==> src/rtl/ddrseq_pkg.sv <==
package ddrseq_pkg;

    typedef enum logic [1:0] {
        ST_UNCFG = 2'd0,
        ST_IDLE  = 2'd1,
        ST_CMD2  = 2'd2,
        ST_WAIT  = 2'd3
    } seq_state_t;

    typedef enum logic [1:0] {
        OP_NONE    = 2'd0,
        OP_READ    = 2'd1,
        OP_WRITE   = 2'd2,
        OP_REFRESH = 2'd3
    } seq_op_t;

    localparam int CAS_MIN = 4;
    localparam int CAS_MAX = 6;
    localparam int CAS_W   = 3;

endpackage

==> src/rtl/ddrseq_cfg.sv <==
module ddrseq_cfg
    import ddrseq_pkg::*;
(
    input  logic             clk,
    input  logic             rst_n,
    input  logic             load,
    input  logic [CAS_W-1:0] cas_in,
    input  logic             bl4_in,
    output logic [CAS_W-1:0] cas,
    output logic             bl4,
    output logic             valid
);

    logic legal;
    assign legal = (int'(cas_in) >= CAS_MIN) && (int'(cas_in) <= CAS_MAX);

    always_ff @(posedge clk) begin
        if (!rst_n) begin
            cas   <= CAS_W'(CAS_MIN);
            bl4   <= 1'b0;
            valid <= 1'b0;
        end else if (load && legal) begin
            cas   <= cas_in;
            bl4   <= bl4_in;
            valid <= 1'b1;
        end
    end

    // a held setting is always a legal latency
    a_r1_cas_legal: assert property (@(posedge clk) disable iff (!rst_n)
        valid |-> (int'(cas) >= CAS_MIN && int'(cas) <= CAS_MAX));

    // an illegal load leaves the setting untouched
    a_r1_reject_keeps: assert property (@(posedge clk) disable iff (!rst_n)
        (load && !legal) |=> ($stable(cas) && $stable(bl4)));

endmodule

==> src/rtl/ddrseq_refresh.sv <==
module ddrseq_refresh #(
    parameter int REFI_CLKS = 1300
) (
    input  logic clk,
    input  logic rst_n,
    input  logic issue,
    output logic pending
);

    localparam int CNT_W = $clog2(REFI_CLKS);

    logic [CNT_W-1:0] cnt_q;
    logic             tick;

    assign tick = (cnt_q == CNT_W'(REFI_CLKS - 1));

    always_ff @(posedge clk) begin
        if (!rst_n) begin
            cnt_q   <= '0;
            pending <= 1'b0;
        end else begin
            cnt_q   <= tick ? '0 : cnt_q + 1'b1;
            pending <= tick | (pending & ~issue);
        end
    end

    // a pending refresh is only dropped by issuing it
    a_r8_pending_held: assert property (@(posedge clk) disable iff (!rst_n)
        (pending && !issue) |=> pending);

endmodule

==> src/rtl/ddrseq_datapath.sv <==
module ddrseq_datapath
    import ddrseq_pkg::*;
#(
    parameter int DW    = 18,
    parameter int TAG_W = 4
) (
    input  logic             clk,
    input  logic             rst_n,
    input  logic             start,
    input  logic             start_wr,
    input  logic [CAS_W-1:0] start_cas,
    input  logic             start_bl4,
    output logic             wr_data_req,
    input  logic [DW-1:0]    wr_data0,
    input  logic [DW-1:0]    wr_data1,
    output logic [DW-1:0]    dq_out0,
    output logic [DW-1:0]    dq_out1,
    output logic             dq_oe,
    input  logic [DW-1:0]    dq_in0,
    input  logic [DW-1:0]    dq_in1,
    output logic             rd_valid,
    output logic [DW-1:0]    rd_data0,
    output logic [DW-1:0]    rd_data1,
    output logic [TAG_W-1:0] rd_tag
);

    localparam int PH_W = 4;

    logic             active_q;
    logic             is_wr_q;
    logic [PH_W-1:0]  ph_q;
    logic [PH_W-1:0]  cas_q;
    logic [PH_W-1:0]  half_q;
    logic [TAG_W-1:0] next_tag_q;
    logic [TAG_W-1:0] cur_tag_q;
    logic             wr_win;
    logic             rd_win;
    logic             last_ph;

    assign wr_win  = active_q && is_wr_q &&
                     (ph_q >= cas_q - PH_W'(1)) &&
                     (ph_q <  cas_q - PH_W'(1) + half_q);
    assign rd_win  = active_q && !is_wr_q &&
                     (ph_q >= cas_q + PH_W'(1)) &&
                     (ph_q <= cas_q + half_q);
    assign last_ph = (ph_q == cas_q + half_q);
    assign wr_data_req = wr_win;

    always_ff @(posedge clk) begin
        if (!rst_n) begin
            active_q   <= 1'b0;
            is_wr_q    <= 1'b0;
            ph_q       <= '0;
            cas_q      <= PH_W'(CAS_MIN);
            half_q     <= PH_W'(1);
            next_tag_q <= '0;
            cur_tag_q  <= '0;
        end else if (start) begin
            active_q <= 1'b1;
            is_wr_q  <= start_wr;
            ph_q     <= '0;
            cas_q    <= PH_W'(start_cas);
            half_q   <= start_bl4 ? PH_W'(2) : PH_W'(1);
            if (!start_wr) begin
                cur_tag_q  <= next_tag_q;
                next_tag_q <= next_tag_q + 1'b1;
            end
        end else if (active_q) begin
            ph_q <= ph_q + 1'b1;
            if (last_ph) begin
                active_q <= 1'b0;
            end
        end
    end

    always_ff @(posedge clk) begin
        if (!rst_n) begin
            dq_oe    <= 1'b0;
            dq_out0  <= '0;
            dq_out1  <= '0;
            rd_valid <= 1'b0;
            rd_data0 <= '0;
            rd_data1 <= '0;
            rd_tag   <= '0;
        end else begin
            dq_oe    <= wr_win;
            if (wr_win) begin
                dq_out0 <= wr_data0;
                dq_out1 <= wr_data1;
            end
            rd_valid <= rd_win;
            if (rd_win) begin
                rd_data0 <= dq_in0;
                rd_data1 <= dq_in1;
            end
            rd_tag   <= cur_tag_q;
        end
    end

    // the bus is only driven right after a data request
    a_r4_oe_after_req: assert property (@(posedge clk) disable iff (!rst_n)
        dq_oe |-> $past(wr_data_req));

    // a write burst never overlaps a read return
    a_r5_no_overlap: assert property (@(posedge clk) disable iff (!rst_n)
        !(wr_data_req && rd_valid));

endmodule

==> src/rtl/ddrseq_top.sv <==
module ddrseq_top
    import ddrseq_pkg::*;
#(
    parameter int DW        = 18,
    parameter int UA_W      = 12,
    parameter int LA_W      = 10,
    parameter int TAG_W     = 4,
    parameter int TRC_CLKS  = 7,
    parameter int REFI_CLKS = 1300
) (
    input  logic                clk,
    input  logic                rst_n,
    input  logic                cfg_load,
    input  logic [2:0]          cfg_cas,
    input  logic                cfg_bl4,
    input  logic                req_valid,
    output logic                req_ready,
    input  logic                req_write,
    input  logic [1:0]          req_bank,
    input  logic [UA_W-1:0]     req_ua,
    input  logic [LA_W-1:0]     req_la,
    output logic                wr_data_req,
    input  logic [DW-1:0]       wr_data0,
    input  logic [DW-1:0]       wr_data1,
    output logic                cmd_cs_n,
    output logic                cmd_fn,
    output logic [1:0]          cmd_ba,
    output logic [((UA_W > LA_W) ? UA_W : LA_W)-1:0] cmd_addr,
    output logic [DW-1:0]       dq_out0,
    output logic [DW-1:0]       dq_out1,
    output logic                dq_oe,
    input  logic [DW-1:0]       dq_in0,
    input  logic [DW-1:0]       dq_in1,
    output logic                rd_valid,
    output logic [DW-1:0]       rd_data0,
    output logic [DW-1:0]       rd_data1,
    output logic [TAG_W-1:0]    rd_tag
);

    localparam int AW      = (UA_W > LA_W) ? UA_W : LA_W;
    localparam int LONGEST = (TRC_CLKS > CAS_MAX + 3) ? TRC_CLKS : CAS_MAX + 3;
    localparam int WC_W    = $clog2(LONGEST + 1);
    localparam logic [WC_W-1:0] TRC_V   = WC_W'(TRC_CLKS);
    localparam logic [WC_W-1:0] REF_GAP = WC_W'(TRC_CLKS - 3);

    logic [CAS_W-1:0] cas_q;
    logic             bl4_q;
    logic             cfg_valid;
    logic             ref_pend;
    logic             ref_issue;
    logic             accept;

    seq_state_t       state_q, state_d;
    seq_op_t          op_q;
    logic [1:0]       bank_q;
    logic [LA_W-1:0]  la_q;
    logic [WC_W-1:0]  gap_q;
    logic [WC_W-1:0]  wait_q;
    logic [WC_W-1:0]  burst_span;
    logic [WC_W-1:0]  acc_gap;

    ddrseq_cfg u_cfg (
        .clk    (clk),
        .rst_n  (rst_n),
        .load   (cfg_load),
        .cas_in (cfg_cas),
        .bl4_in (cfg_bl4),
        .cas    (cas_q),
        .bl4    (bl4_q),
        .valid  (cfg_valid)
    );

    ddrseq_refresh #(.REFI_CLKS(REFI_CLKS)) u_ref (
        .clk     (clk),
        .rst_n   (rst_n),
        .issue   (ref_issue),
        .pending (ref_pend)
    );

    assign req_ready = (state_q == ST_IDLE) && !ref_pend;
    assign ref_issue = (state_q == ST_IDLE) && ref_pend;
    assign accept    = req_ready && req_valid;

    assign burst_span = WC_W'(cas_q) + WC_W'(1) + (bl4_q ? WC_W'(2) : WC_W'(1));
    assign acc_gap    = ((burst_span < TRC_V) ? TRC_V : burst_span) - WC_W'(3);

    ddrseq_datapath #(.DW(DW), .TAG_W(TAG_W)) u_dp (
        .clk         (clk),
        .rst_n       (rst_n),
        .start       (accept),
        .start_wr    (req_write),
        .start_cas   (cas_q),
        .start_bl4   (bl4_q),
        .wr_data_req (wr_data_req),
        .wr_data0    (wr_data0),
        .wr_data1    (wr_data1),
        .dq_out0     (dq_out0),
        .dq_out1     (dq_out1),
        .dq_oe       (dq_oe),
        .dq_in0      (dq_in0),
        .dq_in1      (dq_in1),
        .rd_valid    (rd_valid),
        .rd_data0    (rd_data0),
        .rd_data1    (rd_data1),
        .rd_tag      (rd_tag)
    );

    // next state
    always_comb begin
        state_d = state_q;
        unique case (state_q)
            ST_UNCFG: if (cfg_valid)             state_d = ST_IDLE;
            ST_IDLE:  if (ref_pend || req_valid) state_d = ST_CMD2;
            ST_CMD2:                             state_d = ST_WAIT;
            ST_WAIT:  if (wait_q == '0)          state_d = ST_IDLE;
        endcase
    end

    // state register
    always_ff @(posedge clk) begin
        if (!rst_n) state_q <= ST_UNCFG;
        else        state_q <= state_d;
    end

    // command context and spacing counter
    always_ff @(posedge clk) begin
        if (!rst_n) begin
            op_q   <= OP_NONE;
            bank_q <= '0;
            la_q   <= '0;
            gap_q  <= '0;
            wait_q <= '0;
        end else begin
            if (ref_issue) begin
                op_q  <= OP_REFRESH;
                gap_q <= REF_GAP;
            end else if (accept) begin
                op_q   <= req_write ? OP_WRITE : OP_READ;
                bank_q <= req_bank;
                la_q   <= req_la;
                gap_q  <= acc_gap;
            end
            if (state_q == ST_CMD2) begin
                wait_q <= gap_q;
            end else if (state_q == ST_WAIT && wait_q != '0) begin
                wait_q <= wait_q - 1'b1;
            end
        end
    end

    // registered command bus
    always_ff @(posedge clk) begin
        if (!rst_n) begin
            cmd_cs_n <= 1'b1;
            cmd_fn   <= 1'b0;
            cmd_ba   <= '0;
            cmd_addr <= '0;
        end else begin
            cmd_cs_n <= 1'b1;
            cmd_fn   <= 1'b0;
            cmd_ba   <= '0;
            cmd_addr <= '0;
            unique case (state_q)
                ST_IDLE: begin
                    if (ref_issue) begin
                        cmd_cs_n <= 1'b0;
                    end else if (accept) begin
                        cmd_cs_n <= 1'b0;
                        cmd_fn   <= ~req_write;
                        cmd_ba   <= req_bank;
                        cmd_addr <= AW'(req_ua);
                    end
                end
                ST_CMD2: begin
                    if (op_q == OP_REFRESH) begin
                        cmd_fn <= 1'b1;
                    end else begin
                        cmd_ba   <= bank_q;
                        cmd_addr <= AW'(la_q);
                    end
                end
                ST_UNCFG, ST_WAIT: ;
            endcase
        end
    end

    // spacing monitor for the assertion
    logic [WC_W:0] since_q;
    logic          seen_q;
    always_ff @(posedge clk) begin
        if (!rst_n) begin
            since_q <= '0;
            seen_q  <= 1'b0;
        end else begin
            if (!cmd_cs_n) begin
                since_q <= (WC_W+1)'(1);
                seen_q  <= 1'b1;
            end else if (since_q != {(WC_W+1){1'b1}}) begin
                since_q <= since_q + 1'b1;
            end
        end
    end

    // a first command clock is followed by a non-select clock
    a_r3_cmd_two_clock: assert property (@(posedge clk) disable iff (!rst_n)
        !cmd_cs_n |=> cmd_cs_n);

    // nothing is issued without a legal configuration
    a_r2_quiet_unconfigured: assert property (@(posedge clk) disable iff (!rst_n)
        !cfg_valid |-> cmd_cs_n);

    // commands never come closer than the random cycle
    a_r7_min_spacing: assert property (@(posedge clk) disable iff (!rst_n)
        (!cmd_cs_n && seen_q) |-> (since_q >= (WC_W+1)'(TRC_CLKS)));

    // an idle machine with refresh pending issues the refresh next
    a_r9_refresh_first: assert property (@(posedge clk) disable iff (!rst_n)
        (ref_pend && state_q == ST_IDLE) |=> (!cmd_cs_n && !cmd_fn && cmd_addr == '0));

    // an accepted request drives its first command clock next
    a_r10_accept_next: assert property (@(posedge clk) disable iff (!rst_n)
        (req_valid && req_ready) |=> (!cmd_cs_n && cmd_fn == !$past(req_write)));

endmodule

==> config.mk <==
export PLATFORM = sky130hd
export DESIGN_NAME = ddrseq_top
export DESIGN_NICKNAME = d
export VERILOG_FILES = /design/src/rtl/ddrseq_pkg.sv /design/src/rtl/ddrseq_cfg.sv /design/src/rtl/ddrseq_refresh.sv /design/src/rtl/ddrseq_datapath.sv /design/src/rtl/ddrseq_top.sv
export SDC_FILE = /design/constraint.sdc
export NUM_CORES = 1
export LEC_CHECK = 0
export BUFFER_PORTS_ARGS = -buffer_cell sky130_fd_sc_hd__buf_4
export CAP_MARGIN = 20
export CORE_UTILIZATION = 55
export CTS_BUF_LIST = sky130_fd_sc_hd__clkbuf_4 sky130_fd_sc_hd__clkbuf_8
export DETAILED_ROUTE_END_ITERATION = 12
export GPL_ROUTABILITY_DRIVEN = 0
export PLACE_DENSITY_LB_ADDON = 0.25
export SLEW_MARGIN = 20
export SYNTH_ARGS = -nofsm -noshare
export SYNTH_HDL_FRONTEND = slang
export SYNTH_SLANG_ARGS = --single-unit
==> constraint.sdc <==
create_clock -name clk -period 5.78 [get_ports clk]
set_clock_uncertainty 0.05 [all_clocks]
set_input_delay 0.578 -clock clk [delete_from_list [all_inputs] [get_ports clk]]
set_output_delay 0.578 -clock clk [all_outputs]
set_load 0.01 [all_outputs]
Yosys cells after proc, flatten, opt, wreduce, memory -nomap -nowiden
Cells that the tools add are included.
- bits in registers: 156
- input port bits: 105
- bits in latches: 0
- logic and storage cells: 119
- bits in writable memories: 0
- memory bits (read-only): 0
- memories kept: 0
- order comparisons: 7
- divide/modulo/power cells: 0
- equal/unequal tests: 9
- $mul: 0
- mux-type cells: 30
- bitwise logic cells: 5
- reductions and logical operators: 27
- shift-type cells: 0
- add/sub/neg operators: 11
- operators by type and width (operator ; number):
    12-bit two-way mux ; 2
    12-bit case mux with 2 select lines ; 1
    2-bit two-way mux ; 10
    1-bit logical AND ; 12
    4-bit two-way mux ; 3
    11-bit by 1-bit adder with 11-bit output, second input constant ; 1
    11-bit equality test, second input constant ; 1
    10-bit two-way mux ; 1
    3-bit by 1-bit adder with 4-bit output, second input constant ; 2
    4-bit by 1-bit adder with 4-bit output, second input constant ; 2
    4-bit adder ; 2
    4-bit greater-or-equal comparator ; 2
    1-bit two-way mux ; 8
    2-bit case mux with 4 select lines ; 1
    2-bit equality test, second input constant ; 3
    3-bit two-way mux ; 2
    2-bit AND reduction ; 3
    2-bit OR reduction ; 3
    3-bit by 4-bit adder with 4-bit output ; 1
    4-bit equality test ; 1
    4-bit less-or-equal comparator ; 1
    4-bit logical NOT ; 1
    4-bit by 3-bit less-than comparator with 1-bit output, second input constant ; 1
    4-bit less-than comparator ; 1
    other kinds (19) ; 24

Longest topological paths before layout
- word-level depth: 7
- depth in mapped cells: 14
- gate-level depth less buffers: 12

Modules after synthesis
From an unflattened synthesis, not the netlist that was laid out.
- cells, all modules: 728
- area, all modules: 6673.9 um2
- modules (own cells, without submodules) (module ; area each (um2) ; cells an instance ; sequential area each (um2) ; times used):
    ddrseq_datapath ; 4262.8 ; 463 ; 1941.9 ; 1
    ddrseq_top ; 1670.4 ; 192 ; 800.8 ; 1
    ddrseq_refresh ; 561.8 ; 57 ; 240.2 ; 1
    ddrseq_cfg ; 178.9 ; 16 ; 100.1 ; 1

Least setup slack after synthesis
Ideal clock, no wire load.
- path type: register -> output
- start point: register u_dp.cas_q[0]
- end point: output port wr_data_req
- setup slack: 2.686 ns
- cell stages (with the launch flop): 14
- required time: 5.152 ns
- path buffers: 2
- data arrival time: 2.466 ns
- path through: dfxtp_1 inv_1 ha_1 inv_1 ha_1 a21oi_1 nor2_1 xor2_1 ha_1 a211oi_2 o21ai_1 a21oi_2 buf_6 buf_12
- longest elaborated chain between the ends: 4
- ends and longest elaborated chain (what ; line ; RTL):
    start: declaration ; ddrseq_datapath.sv:32 ; logic [PH_W-1:0] cas_q;
    start signal: assignment ; ddrseq_datapath.sv:54 ; cas_q <= PH_W'(CAS_MIN);
    start signal: assignment ; ddrseq_datapath.sv:62 ; cas_q <= PH_W'(start_cas);
    3-bit by 1-bit subtractor with 4-bit output * ; ddrseq_datapath.sv:41, ddrseq_datapath.sv:42 ;
    4-bit adder or 4-bit greater-or-equal comparator (tied branches) ; ddrseq_datapath.sv:42, ddrseq_datapath.sv:41 ;
    4-bit less-than comparator or 1-bit logical AND (tied branches) ; ddrseq_datapath.sv:42, ddrseq_datapath.sv:40 ;
    1-bit logical AND * ; ddrseq_datapath.sv:41 ; (ph_q >= cas_q - PH_W'(1)) &&
    end: declaration ; ddrseq_top.sv:22 ; output logic wr_data_req,
Mark *: on every way between the ends. The rest lies on a longest branch, timed or not.

Final worst setup path
Ends and elaborated chain as after synthesis.

==> results.py <==
metrics = {
    "global_route": {
        "grt_overflow_total": 0,
        "grt_pass1_wl_um": 25050,
        "grt_antenna_before_repair": 0,
        "grt_pass1_vias": 5438,
        "grt_max_degree": 90,
        "grt_use_total": 0.2519,
    },
    "clock_tree": {
        "numCtsBuffers": 17,
        "cts_hold_buf": 0,
        "cts_tree": "yes",
        "root_buffer": "clkbuf_8",
        "clkTransAtPathRegs_ns": 0.08,
        "post_cts_resized": 0,
        "postCtsSetupBuffers": 0,
        "cts_buffer_depth": 2,
        "clock_latency_ns": 0.45,
        "htree_levels": 4,
        "clock_sinks": 154,
    },
    "cells_and_area": {
        "n_antenna_cell": 0,
        "nets": 1047,
        "drive_above_1_share": 0.2655,
        "final_core_util": 0.7424,
        "area_growth_syn_to_layout_pct": 29.35,
    },
    "synthesis": {
        "syn_avg_cell_area_sq_um": 9.155,
        "synth-seq-cells": 154,
        "synthArstFlopShare": 0,
        "synth_area_sq_mm": 0.006638,
        "syn-num-nets": 864,
        "ys_types": 48,
        "synth-edff-count": 0,
        "seq_area_frac_synth": 0.4645,
        "syn-instance-count": 725,
        "yosys_warnings": 0,
        "synth-main-ff-cell": "dfxtp_1",
    },
    "floorplanning": {
        "row_count": 39,
        "die_y_um": 111.9,
        "io_pins": 201,
        "die_area_sq_mm": 0.01251,
        "start_util": 0.5739,
        "die_w_um": 111.9,
        "coreArea_sq_mm": 0.01156,
    },
    "setup_path": {
        "crit_path_max_fanout": 38,
        "crit_path_start_kind": "flop",
        "arrival_ns": 3.67,
        "required_ns": 5.15,
        "path_class": "flop to output pin",
        "critPathCaptureType": "output pin",
    },
    "timing": {
        "rsz0062_at_grt": "false",
        "setup_viol": 0,
        "finalCritPeriodShare": 0.7443,
        "min_period_ns": 4.302,
        "finalHoldViolCount": 0,
        "max_freq_mhz": 232.5,
        "setup_tns_ns": 0,
        "tightest_slew_ns": 0.8000,
        "slew_headroom": 0.4667,
        "slew_viol_final": 0,
    },
    "detailed_routing": {
        "num_vias": 5457,
        "routedWlPerCell_um": 14.57,
        "ant_nets": 0,
        "routed_via_density": 5.138,
        "drt-total-wl_um": 15470,
        "drt_iter0_markers": 263,
        "drcViolationCount": 8,
        "dr.pass1.iters": 9,
    },
    "place": {
        "io_buffer_count": 200,
        "dp_hpwl_um": 11080,
    },
    "pwr": {
        "power_density_mw_per_mm2": 280.4,
        "leakagePower_uw": 0.003669,
        "vdd_drop_max_v": 0.0001604,
    },
    "run_status": {
        "failed_checks": "DRC",
        "outcome": "finished with violations",
    },
    "worst_hold_path": {
        "hold_class": "input pin to flop",
    },
    "flow_run": {
        "cap_violations": 0,
    },
}
-- kinds of logic after synthesis --
kind of cell	after synthesis	share of synthesized area
simple gates	298	0.1889
flops	154	0.4645
mux	79	0.1191
compound gates	72	0.07917
buf+inv	64	0.04920
fa+ha+maj	34	0.06748
xor+xnor	24	0.03167
-- where the power goes --
group | internal, uW | total [uW] | switching, uW
sequential | 1100 | 1140 | 37.3
combinational | 159 | 352 | 193
clock | 539 | 917 | 378
total | 1800 | 2410 | 608
-- flip-flops by register name, indices dropped and copies added (netlist names), 2 cells and up --
name	count
u_dp.half_q	2
u_dp.ph_q	4
cmd_addr	12
la_q	10
u_cfg.cas	3
gap_q	4
u_dp.rd_tag	4
op_q	2
u_dp.dq_out0	18
u_dp.dq_out1	18
u_ref.cnt_q	11
state_q	2
u_dp.rd_data0	18
u_dp.cur_tag_q	4
bank_q	2
u_dp.cas_q	3
cmd_ba	2
u_dp.next_tag_q	4
u_dp.rd_data1	18
wait_q	4
-- per-stage QoR --
step,setup WS (ns),std cells,instance area (sq um),hold WS [ns],power (uW)
2_1_floorplan,2.686,725,6638,0.3679,1387
3_3_place_gp,2.164,1032,8138,0.3792,1490
3_5_place_dp,2.032,1032,8138,0.3963,1511
4_1_cts,1.509,1062,8584,0.2730,2424
5_1_grt,1.304,1062,8586,0.2938,2516
6_report,1.478,1062,8586,0.3037,2407
-- area by class of cell --
cell class	instances	area [sq um]
clock buffer	21	276.5
clock inverter	9	170.2
fill	801	2979
inverter	22	82.58
multi-input combinational	507	3248
sequential	154	3083
tap	143	178.9
timing repair buffer	206	1546
-- layer usage --
| layer | part of all wire | vias up | track usage |
|---|---|---|---|
| li1 | - | 2739 | - |
| met1 | 0.38 | 2506 | 0.2585 |
| met2 | 0.51 | 180 | 0.4534 |
| met3 | 0.079 | 32 | 0.08819 |
| met4 | 0.025 | 0 | 0.1252 |
| met5 | 0 | - | 0 |
-- cell usage in the layout (no fill, tap or decap), types with 4 or more instances in the layout --
cell type	netlist	routed
nand2_1	213	213
buf_4	3	206
dfxtp_1	154	154
mux2i_1	79	79
ha_1	31	31
nor2_1	30	30
inv_1	21	21
clkbuf_8	0	19
a21boi_1	15	15
a21oi_1	13	13
xnor2_1	13	13
xor2_1	11	11
nor2b_1	10	10
and2_1	11	10
a22oi_1	10	10
nand3_1	9	9
a21boi_0	9	9
nand2b_1	7	7
nand4_1	5	5
bufinv_16	0	5
o21ai_1	4	4
o21ai_0	4	4
clkinv_2	0	4
-- critical path, cell delays in order, from the launching register on --
cell	delay [ns]
dfxtp_1	0.43
inv_1	0.11
ha_1	0.34
inv_1	0.13
ha_1	0.26
a21oi_1	0.13
nor2_1	0.08
xor2_1	0.16
ha_1	0.32
a211oi_2	0.23
o21ai_1	0.13
a21oi_4	0.12
buf_4	0.54
buf_4	0.23
-- cell usage after synthesis (4+ instances only) --
master | n | share of area
a21boi_0 | 9 | 0.010
a21boi_1 | 15 | 0.017
a21oi_1 | 13 | 0.0098
a22oi_1 | 10 | 0.011
and2_1 | 11 | 0.010
buf_2 | 10 | 0.0075
buf_6 | 4 | 0.0068
clkbuf_1 | 23 | 0.013
dfxtp_1 | 154 | 0.46
ha_1 | 31 | 0.058
inv_1 | 21 | 0.012
mux2i_1 | 79 | 0.12
nand2_1 | 213 | 0.12
nand2b_1 | 7 | 0.0066
nand3_1 | 9 | 0.0068
nand4_1 | 5 | 0.0047
nor2_1 | 30 | 0.017
nor2b_1 | 10 | 0.0094
o21ai_0 | 4 | 0.0030
o21ai_1 | 4 | 0.0030
xnor2_1 | 13 | 0.017
xor2_1 | 11 | 0.015
-- final timing paths --
kind                 start          endpoint  slack, ns  cells past startpoint
max          u_dp.cas_q[0]       wr_data_req       1.48                     13
max reg2reg  u_dp.cas_q[0]  u_dp.dq_out0[17]       2.38                     13
min             req_ua[10]      cmd_addr[10]       0.30                      3
min reg2reg        la_q[4]           la_q[4]       0.40                      2
Power figures use the tool's default switching activity.
